### src/rtl/ptp_tod_pkg.sv
package ptp_tod_pkg;
  localparam int WORD_W = 32;
  localparam int ADDR_W = 4;
  localparam logic [WORD_W-1:0] STEP_RST = 32'hA000_0000;

  localparam logic [ADDR_W-1:0] OFS_CTRL    = 4'd0;
  localparam logic [ADDR_W-1:0] OFS_EVENT   = 4'd1;
  localparam logic [ADDR_W-1:0] OFS_STEP    = 4'd2;
  localparam logic [ADDR_W-1:0] OFS_ACC     = 4'd3;
  localparam logic [ADDR_W-1:0] OFS_TOD_LO  = 4'd8;
  localparam logic [ADDR_W-1:0] OFS_TOD_HI  = 4'd9;
  localparam logic [ADDR_W-1:0] OFS_TGT_LO  = 4'd10;
  localparam logic [ADDR_W-1:0] OFS_TGT_HI  = 4'd11;
  localparam logic [ADDR_W-1:0] OFS_SNAP0LO = 4'd12;
  localparam logic [ADDR_W-1:0] OFS_SNAP0HI = 4'd13;
  localparam logic [ADDR_W-1:0] OFS_SNAP1LO = 4'd14;
  localparam logic [ADDR_W-1:0] OFS_SNAP1HI = 4'd15;

  localparam int N_TRIG = 2;
endpackage

### src/rtl/ptp_tod_core.sv
module ptp_tod_core
  import ptp_tod_pkg::*;
#(
  parameter int W = WORD_W,
  parameter logic [W-1:0] STEP_INIT = W'(STEP_RST)
) (
  input  logic           clk,
  input  logic           rst_n,
  input  logic           soft_rst,
  input  logic           step_we,
  input  logic           acc_we,
  input  logic           lo_we,
  input  logic           hi_we,
  input  logic [W-1:0]   wdata,
  output logic [W-1:0]   step_q,
  output logic [W-1:0]   acc_q,
  output logic [2*W-1:0] tod_q,
  output logic           tick
);
  localparam int TW = 2 * W;

  function automatic logic [W:0] phase_add(input logic [W-1:0] a, input logic [W-1:0] b);
    return {1'b0, a} + {1'b0, b};
  endfunction

  logic [W-1:0] shadow_q;
  logic [W:0]   acc_sum;

  assign acc_sum = phase_add(acc_q, step_q);
  assign tick    = acc_sum[W];

  always_ff @(posedge clk or negedge rst_n) begin
    if (!rst_n) begin
      step_q   <= STEP_INIT;
      acc_q    <= '0;
      tod_q    <= '0;
      shadow_q <= '0;
    end else if (soft_rst) begin
      step_q   <= STEP_INIT;
      acc_q    <= '0;
      tod_q    <= '0;
      shadow_q <= '0;
    end else begin
      if (step_we) step_q <= wdata;
      acc_q <= acc_we ? wdata : acc_sum[W-1:0];
      if (lo_we) shadow_q <= wdata;
      if (hi_we) tod_q <= {wdata, shadow_q};
      else if (tick) tod_q <= tod_q + TW'(1);
    end
  end

  p_time_step_r2: assert property (@(posedge clk) disable iff (!rst_n)
    (!soft_rst && !hi_we) |=> ((tod_q - $past(tod_q)) <= TW'(1)));

  p_time_load_r3: assert property (@(posedge clk) disable iff (!rst_n)
    (!soft_rst && hi_we) |=> (tod_q == {$past(wdata), $past(shadow_q)}));

  p_soft_hold_r5: assert property (@(posedge clk) disable iff (!rst_n)
    soft_rst |=> (tod_q == '0 && step_q == STEP_INIT && acc_q == '0));
endmodule

### src/rtl/ptp_trig_snap.sv
module ptp_trig_snap #(
  parameter int TW = 64
) (
  input  logic          clk,
  input  logic          rst_n,
  input  logic          soft_rst,
  input  logic          trig,
  input  logic [TW-1:0] tod_in,
  output logic [TW-1:0] snap_q,
  output logic          hit
);
  logic [2:0] sync_q;

  assign hit = sync_q[1] & ~sync_q[2];

  always_ff @(posedge clk or negedge rst_n) begin
    if (!rst_n) begin
      sync_q <= '0;
      snap_q <= '0;
    end else if (soft_rst) begin
      sync_q <= '0;
      snap_q <= '0;
    end else begin
      sync_q <= {sync_q[1:0], trig};
      if (hit) snap_q <= tod_in;
    end
  end

  p_capture_r6: assert property (@(posedge clk) disable iff (!rst_n)
    (hit && !soft_rst) |=> (snap_q == $past(tod_in)));
endmodule

### src/rtl/ptp_event_unit.sv
module ptp_event_unit #(
  parameter int TW = 64
) (
  input  logic          clk,
  input  logic          rst_n,
  input  logic          soft_rst,
  input  logic [TW-1:0] tod_in,
  input  logic [TW-1:0] target_in,
  input  logic          snap0_hit,
  input  logic          snap1_hit,
  input  logic          clr_we,
  input  logic [4:1]    clr_bits,
  input  logic [4:1]    mask,
  output logic [4:1]    ev_q,
  output logic          irq
);
  logic       reach;
  logic       reach_q;
  logic [4:1] set_v;
  logic [4:1] clr_v;

  assign reach = (tod_in >= target_in);
  assign set_v = {1'b0, snap1_hit, snap0_hit, reach & ~reach_q};
  assign clr_v = clr_we ? clr_bits : 4'b0;
  assign irq   = |(ev_q & mask);

  always_ff @(posedge clk or negedge rst_n) begin
    if (!rst_n) begin
      ev_q    <= '0;
      reach_q <= 1'b1;
    end else if (soft_rst) begin
      ev_q    <= '0;
      reach_q <= 1'b1;
    end else begin
      ev_q    <= (ev_q & ~clr_v) | set_v;
      reach_q <= reach;
    end
  end

  p_target_r7: assert property (@(posedge clk) disable iff (!rst_n)
    (!soft_rst && reach && !reach_q) |=> ev_q[1]);

  p_w1c_r8: assert property (@(posedge clk) disable iff (!rst_n)
    (clr_we && !soft_rst) |=> ((ev_q & $past(clr_bits & ~set_v)) == 4'b0));

  p_set_wins_r8: assert property (@(posedge clk) disable iff (!rst_n)
    (!soft_rst && set_v != 4'b0) |=> ((ev_q & $past(set_v)) == $past(set_v)));

  p_irq_quiet_r9: assert property (@(posedge clk) disable iff (!rst_n)
    (mask == 4'b0) |-> !irq);
endmodule

### src/rtl/ptp_tod_clock.sv
module ptp_tod_clock
  import ptp_tod_pkg::*;
(
  input  logic              clk,
  input  logic              rst_n,
  input  logic              reg_sel,
  input  logic              reg_wr,
  input  logic [ADDR_W-1:0] reg_addr,
  input  logic [WORD_W-1:0] reg_wdata,
  output logic [WORD_W-1:0] reg_rdata,
  input  logic [N_TRIG-1:0] aux_trig,
  output logic              irq
);
  localparam int TW = 2 * WORD_W;

  logic              wr_en;
  logic              rd_lo;
  logic [4:0]        ctrl_q;
  logic              soft_rst;
  logic [WORD_W-1:0] step_q;
  logic [WORD_W-1:0] acc_q;
  logic [TW-1:0]     tod_q;
  logic              tick;
  logic [TW-1:0]     tgt_q;
  logic [WORD_W-1:0] hi_hold_q;
  logic [4:1]        ev_q;
  logic [TW-1:0]     snap   [N_TRIG];
  logic [N_TRIG-1:0] hits;

  assign wr_en    = reg_sel & reg_wr;
  assign rd_lo    = reg_sel & ~reg_wr & (reg_addr == OFS_TOD_LO);
  assign soft_rst = ctrl_q[0];

  always_ff @(posedge clk or negedge rst_n) begin
    if (!rst_n) begin
      ctrl_q    <= '0;
      tgt_q     <= '0;
      hi_hold_q <= '0;
    end else begin
      if (wr_en && reg_addr == OFS_CTRL) ctrl_q <= reg_wdata[4:0];
      if (rd_lo) hi_hold_q <= tod_q[TW-1:WORD_W];
      if (soft_rst) tgt_q <= '0;
      else if (wr_en && reg_addr == OFS_TGT_LO) tgt_q[WORD_W-1:0] <= reg_wdata;
      else if (wr_en && reg_addr == OFS_TGT_HI) tgt_q[TW-1:WORD_W] <= reg_wdata;
    end
  end

  ptp_tod_core #(.W(WORD_W)) u_core (
    .clk      (clk),
    .rst_n    (rst_n),
    .soft_rst (soft_rst),
    .step_we  (wr_en && reg_addr == OFS_STEP),
    .acc_we   (wr_en && reg_addr == OFS_ACC),
    .lo_we    (wr_en && reg_addr == OFS_TOD_LO),
    .hi_we    (wr_en && reg_addr == OFS_TOD_HI),
    .wdata    (reg_wdata),
    .step_q   (step_q),
    .acc_q    (acc_q),
    .tod_q    (tod_q),
    .tick     (tick)
  );

  for (genvar g = 0; g < N_TRIG; g++) begin : g_snap
    ptp_trig_snap #(.TW(TW)) u_snap (
      .clk      (clk),
      .rst_n    (rst_n),
      .soft_rst (soft_rst),
      .trig     (aux_trig[g]),
      .tod_in   (tod_q),
      .snap_q   (snap[g]),
      .hit      (hits[g])
    );
  end

  ptp_event_unit #(.TW(TW)) u_event (
    .clk       (clk),
    .rst_n     (rst_n),
    .soft_rst  (soft_rst),
    .tod_in    (tod_q),
    .target_in (tgt_q),
    .snap0_hit (hits[0]),
    .snap1_hit (hits[1]),
    .clr_we    (wr_en && reg_addr == OFS_EVENT),
    .clr_bits  (reg_wdata[4:1]),
    .mask      (ctrl_q[4:1]),
    .ev_q      (ev_q),
    .irq       (irq)
  );

  always_comb begin
    case (reg_addr)
      OFS_CTRL:    reg_rdata = {{(WORD_W-5){1'b0}}, ctrl_q};
      OFS_EVENT:   reg_rdata = {{(WORD_W-5){1'b0}}, ev_q, 1'b0};
      OFS_STEP:    reg_rdata = step_q;
      OFS_ACC:     reg_rdata = acc_q;
      OFS_TOD_LO:  reg_rdata = tod_q[WORD_W-1:0];
      OFS_TOD_HI:  reg_rdata = hi_hold_q;
      OFS_TGT_LO:  reg_rdata = tgt_q[WORD_W-1:0];
      OFS_TGT_HI:  reg_rdata = tgt_q[TW-1:WORD_W];
      OFS_SNAP0LO: reg_rdata = snap[0][WORD_W-1:0];
      OFS_SNAP0HI: reg_rdata = snap[0][TW-1:WORD_W];
      OFS_SNAP1LO: reg_rdata = snap[1][WORD_W-1:0];
      OFS_SNAP1HI: reg_rdata = snap[1][TW-1:WORD_W];
      default:     reg_rdata = '0;
    endcase
  end

  p_hi_latch_r4: assert property (@(posedge clk) disable iff (!rst_n)
    rd_lo |=> (hi_hold_q == $past(tod_q[TW-1:WORD_W])));

  p_tick_only_r2: assert property (@(posedge clk) disable iff (!rst_n)
    (!soft_rst && !tick && !(wr_en && reg_addr == OFS_TOD_HI)) |=> $stable(tod_q));
endmodule

### config.mk
export PLATFORM = sky130hd
export DESIGN_NAME = ptp_tod_clock
export DESIGN_NICKNAME = d
export VERILOG_FILES = /design/src/rtl/ptp_tod_pkg.sv /design/src/rtl/ptp_tod_core.sv /design/src/rtl/ptp_trig_snap.sv /design/src/rtl/ptp_event_unit.sv /design/src/rtl/ptp_tod_clock.sv
export SDC_FILE = /design/constraint.sdc
export NUM_CORES = 1
export LEC_CHECK = 0
export BUFFER_PORTS_ARGS = -buffer_cell sky130_fd_sc_hd__buf_2
export CORE_MARGIN = 5
export CORE_UTILIZATION = 68
export CTS_CLUSTER_SIZE = 30
export DETAILED_ROUTE_END_ITERATION = 6
export HOLD_SLACK_MARGIN = 0.1
export MAX_ROUTING_LAYER = met4
export PLACE_DENSITY = 0.93
export SLEW_MARGIN = 10
export SYNTH_ARGS = -nofsm -noshare
export SYNTH_HDL_FRONTEND = slang
export SYNTH_SLANG_ARGS = --single-unit
export TNS_END_PERCENT = 20
### constraint.sdc
create_clock -name clk -period 8.3 [get_ports clk]
set_input_delay 1.245 -clock clk [delete_from_list [all_inputs] [get_ports clk]]
set_output_delay 1.245 -clock clk [all_outputs]
set_load 0.005 [all_outputs]
==> reports/results.ini <==
[synthesis]
synthSimpleGateAreaFrac_pct = 15.63
ys_warn_count = 0
synth_compound_area_share_pct = 23.51
synthTopCellsByArea = dfrtp_1, a22o_1, nand2_1
syn_avg_cell_area_um2 = 9.340
synth-seq-cells = 400
yosys.area_share.adder_pct = 5.730
synthMuxAreaShare_pct = 1.959
syn_inst = 2305
async_reset_ff_share_pct = 100.0
synth_xor_area_share_pct = 2.197
synthesis.area_um2 = 21530
yosysSeqAreaShare_pct = 46.51
synth_top_cell_area_share_pct = 46.14
yosysTopAreaCell = dfrtp_1
synth_top_family_by_area = compound AO/OA/AOI/OAI gates
synth_cell_types = 70
synth_flop_cell = dfrtp_1
syn-num-nets = 2445
synth_edf_count = 0

[cts]
clkTransAtPathRegs_ns = 0.06
cts_root_buf = clkbuf_16
cts_tree = yes
cts-hold-fix-buffers = 0
cts_setup_buffers = 0
clk_latency_ns = 0.57
cts.sinks = 400
clockBufferDepth = 3
cts_buffers = 43
cts_resized = 0
cts-htree-levels = 2

[setup_path]
worstSetupEndpointType = output port
crit_path_start = reg_addr[3]
crit_required_ns = 7.05
arrival_ns = 3.61
critical_path.slowest_cell = nor2_2
crit_path_start_kind = primary input
crit_fanout = 18
cp.depth = 8
crit_buf_inv = 3
r2r_start = u_core.step_q[0]
crit_family = simple AND/OR/NAND/NOR gates
cp-endpoint = reg_rdata[4]
cp_common_cell = buf_2
r2r-end = u_core.tod_q[40]
rrSetupSlack_ns = 3.88
max_stage_delay_ns = 0.85
critical_path_class = in2out
r2r_cells = 13
path_cells = buf_2 > nand2b_1 > nor2_2 > buf_4 > a22o_1 > a221oi_1 > nand3_1 > buf_2

[placed_design]
dp_worst_setup_slack_ns = 3.541
gp_congestion = 1.053
dp.final_hpwl_mm = 48.30
io_buffers = 74
placed_cells = 2652

[drt]
via_count = 20360
antenna_left = 0
first_pass_iters = 7
drt_iter0_drc = 3194
route.detailed.drc = 0
drt-total-wl_mm = 74.43
via_per_inst = 7.449
routedWlPerCell_um = 27.23

[final_layout]
nNetsFinal = 2435
layoutNonFillerInstCount = 2733
area_growth_syn_to_layout_pct = 9.647
final_common_cell = dfrtp_1
fill_cells = 2178
layout-drive-gt1-share_pct = 10.88
final_cell_mix = dfrtp_1, nand2_1, a21oi_1

[pwr]
max-vdd-ir-drop_mv = 0.2399
power_leakage_nw = 10.38
power.switching_w = 0.001342
cellInternalPower_w = 0.003268
comb_power_share_pct = 13.4
swShare_pct = 29.10
total_power_w = 0.004610
pwr-share-clk_pct = 42.1
p_seq_share_pct = 44.5
p_per_area_nw_per_um2 = 195.3

[grt]
use_met2_pct = 61.11
use_met3_pct = 12.83
grtUsageTotal_pct = 42.74
grt_pass1_vias = 20200
use_met1_pct = 55.45
grt_overflow = 0
grt_pass1_wl_mm = 115.1
antenna_found_initial = 6
grt_max_degree = 173
busiest_layer = met2

[floorplan]
core_um2 = 31390
ios = 75
dieWidth_um = 187.9
die_area_um2 = 35320
initial_core_util_pct = 68.58
die_h_um = 187.9
rows = 65

[outcome]
status = finished clean

[sta]
fin_skew_ns = 0.02205
rsz0062_at_grt = no
tightest_slew_ns = 1.015
setup_viol = 0
slew_viol_final = 0
postLayoutSetupSlackWorst_ns = 3.448
fin_crit_sh_pct = 58.45
period_needed_ns = 4.852
finalSetupTns_ns = 0
max_slew_margin_pct = 32.36
fmax_mhz = 206.1
hold_viol = 0

[hold_path]
holdCritPathClass = reg2reg

[flow_run]
cap_viol_max_count = 0

## routing by layer
metal	share of wire (%)	wire, um
met1	36	26930
met2	43	31910
met3	15	10820
met4	6.4	4762
met5	0	0
## sequential cells by signal, indices dropped and copies added (netlist names)
signal and flops:
g_snap.u_snap.snap_q 128, tgt_q 64, u_core.tod_q 64, hi_hold_q 32, u_core.acc_q 32, u_core.shadow_q 32
u_core.step_q 32, g_snap.u_snap.sync_q 6, ctrl_q 5, u_event.ev_q 4, u_event.reach_q 1
## metrics by stage
stage	cell area [um2]	util (%)	hold slack (ns)
floorplan	21530	-	0.4385
global placement	22180	70.67	0.4555
detailed placement	22180	70.67	0.4582
CTS	23590	75.15	0.4716
global route	23610	75.20	0.5095
finish	23610	75.20	0.4647
## cell type report
type | instances | area (um2) | area share, %
inverters | 83 | 311.5 | 1.320
multi-input cells | 1653 | 10660 | 45.15
diodes | 6 | 15.01 | 0.06360
flip-flops and latches | 400 | 10020 | 42.43
clock inverters | 10 | 106.4 | 0.4505
clock buffers | 65 | 1301 | 5.512
repair buffers | 114 | 693.2 | 2.936
well taps | 402 | 503.0 | 2.131
## how the worst min path moves through the flow
stage / start / end / depth (start not counted)
after floorplan: g_snap[0].u_snap.sync_q[0] / g_snap[0].u_snap.sync_q[1] / 1
after global placement: g_snap[1].u_snap.sync_q[0] / g_snap[1].u_snap.sync_q[1] / 1
after detailed placement: g_snap[1].u_snap.sync_q[0] / g_snap[1].u_snap.sync_q[1] / 1
after CTS: g_snap[1].u_snap.sync_q[0] / g_snap[1].u_snap.sync_q[1] / 1
after global routing: g_snap[0].u_snap.sync_q[0] / g_snap[0].u_snap.sync_q[1] / 1
final: g_snap[0].u_snap.sync_q[0] / g_snap[0].u_snap.sync_q[1] / 1
## worst reg2reg max path, delay by kind of cell (launching register included)
kind	cells	cell delay, ns
AO/OA/AOI/OAI	6	1.94
AND/OR/NAND/NOR	2	0.73
adder cells (fa/ha/maj)	2	0.61
buffers and inverters	3	0.59
flip-flops	1	0.38
## kinds of logic after synthesis
family,after synthesis
AOI/OAI and AO/OA,725
and+or+nand+nor,738
adders and majority gates,98
muxes,38
xor gates and xnor gates,54
DFF,400
buffers and inverters,252
## synthesized netlist by cell type, types with 12 or more instances
master / count
nor2b_1: 12
xor2_1: 14
a22oi_1: 89
nor2_1: 109
mux2_2: 33
a22o_1: 165
nand3_1: 40
buf_1: 15
nor3_1: 46
or3_1: 15
a211oi_1: 45
a221oi_1: 39
xnor2_1: 40
inv_1: 82
ha_1: 97
nor4_1: 24
a21oi_1: 215
a21o_1: 40
dfrtp_1: 397
clkbuf_1: 152
nand4_1: 53
o21ai_0: 58
nand2_1: 378
## power groups by stage
stage / Sequential [W] / Clock (W) / Combinational (W)
after floorplan: 0.00205 / 0 / 0.000357
final: 0.00205 / 0.00194 / 0.000616
after global placement: 0.00208 / 0 / 0.000570
after CTS: 0.00205 / 0.00194 / 0.000586
after detailed placement: 0.00208 / 0 / 0.000582
after global routing: 0.00205 / 0.00202 / 0.000644
Note: power is estimated with default switching activity, not from simulation.
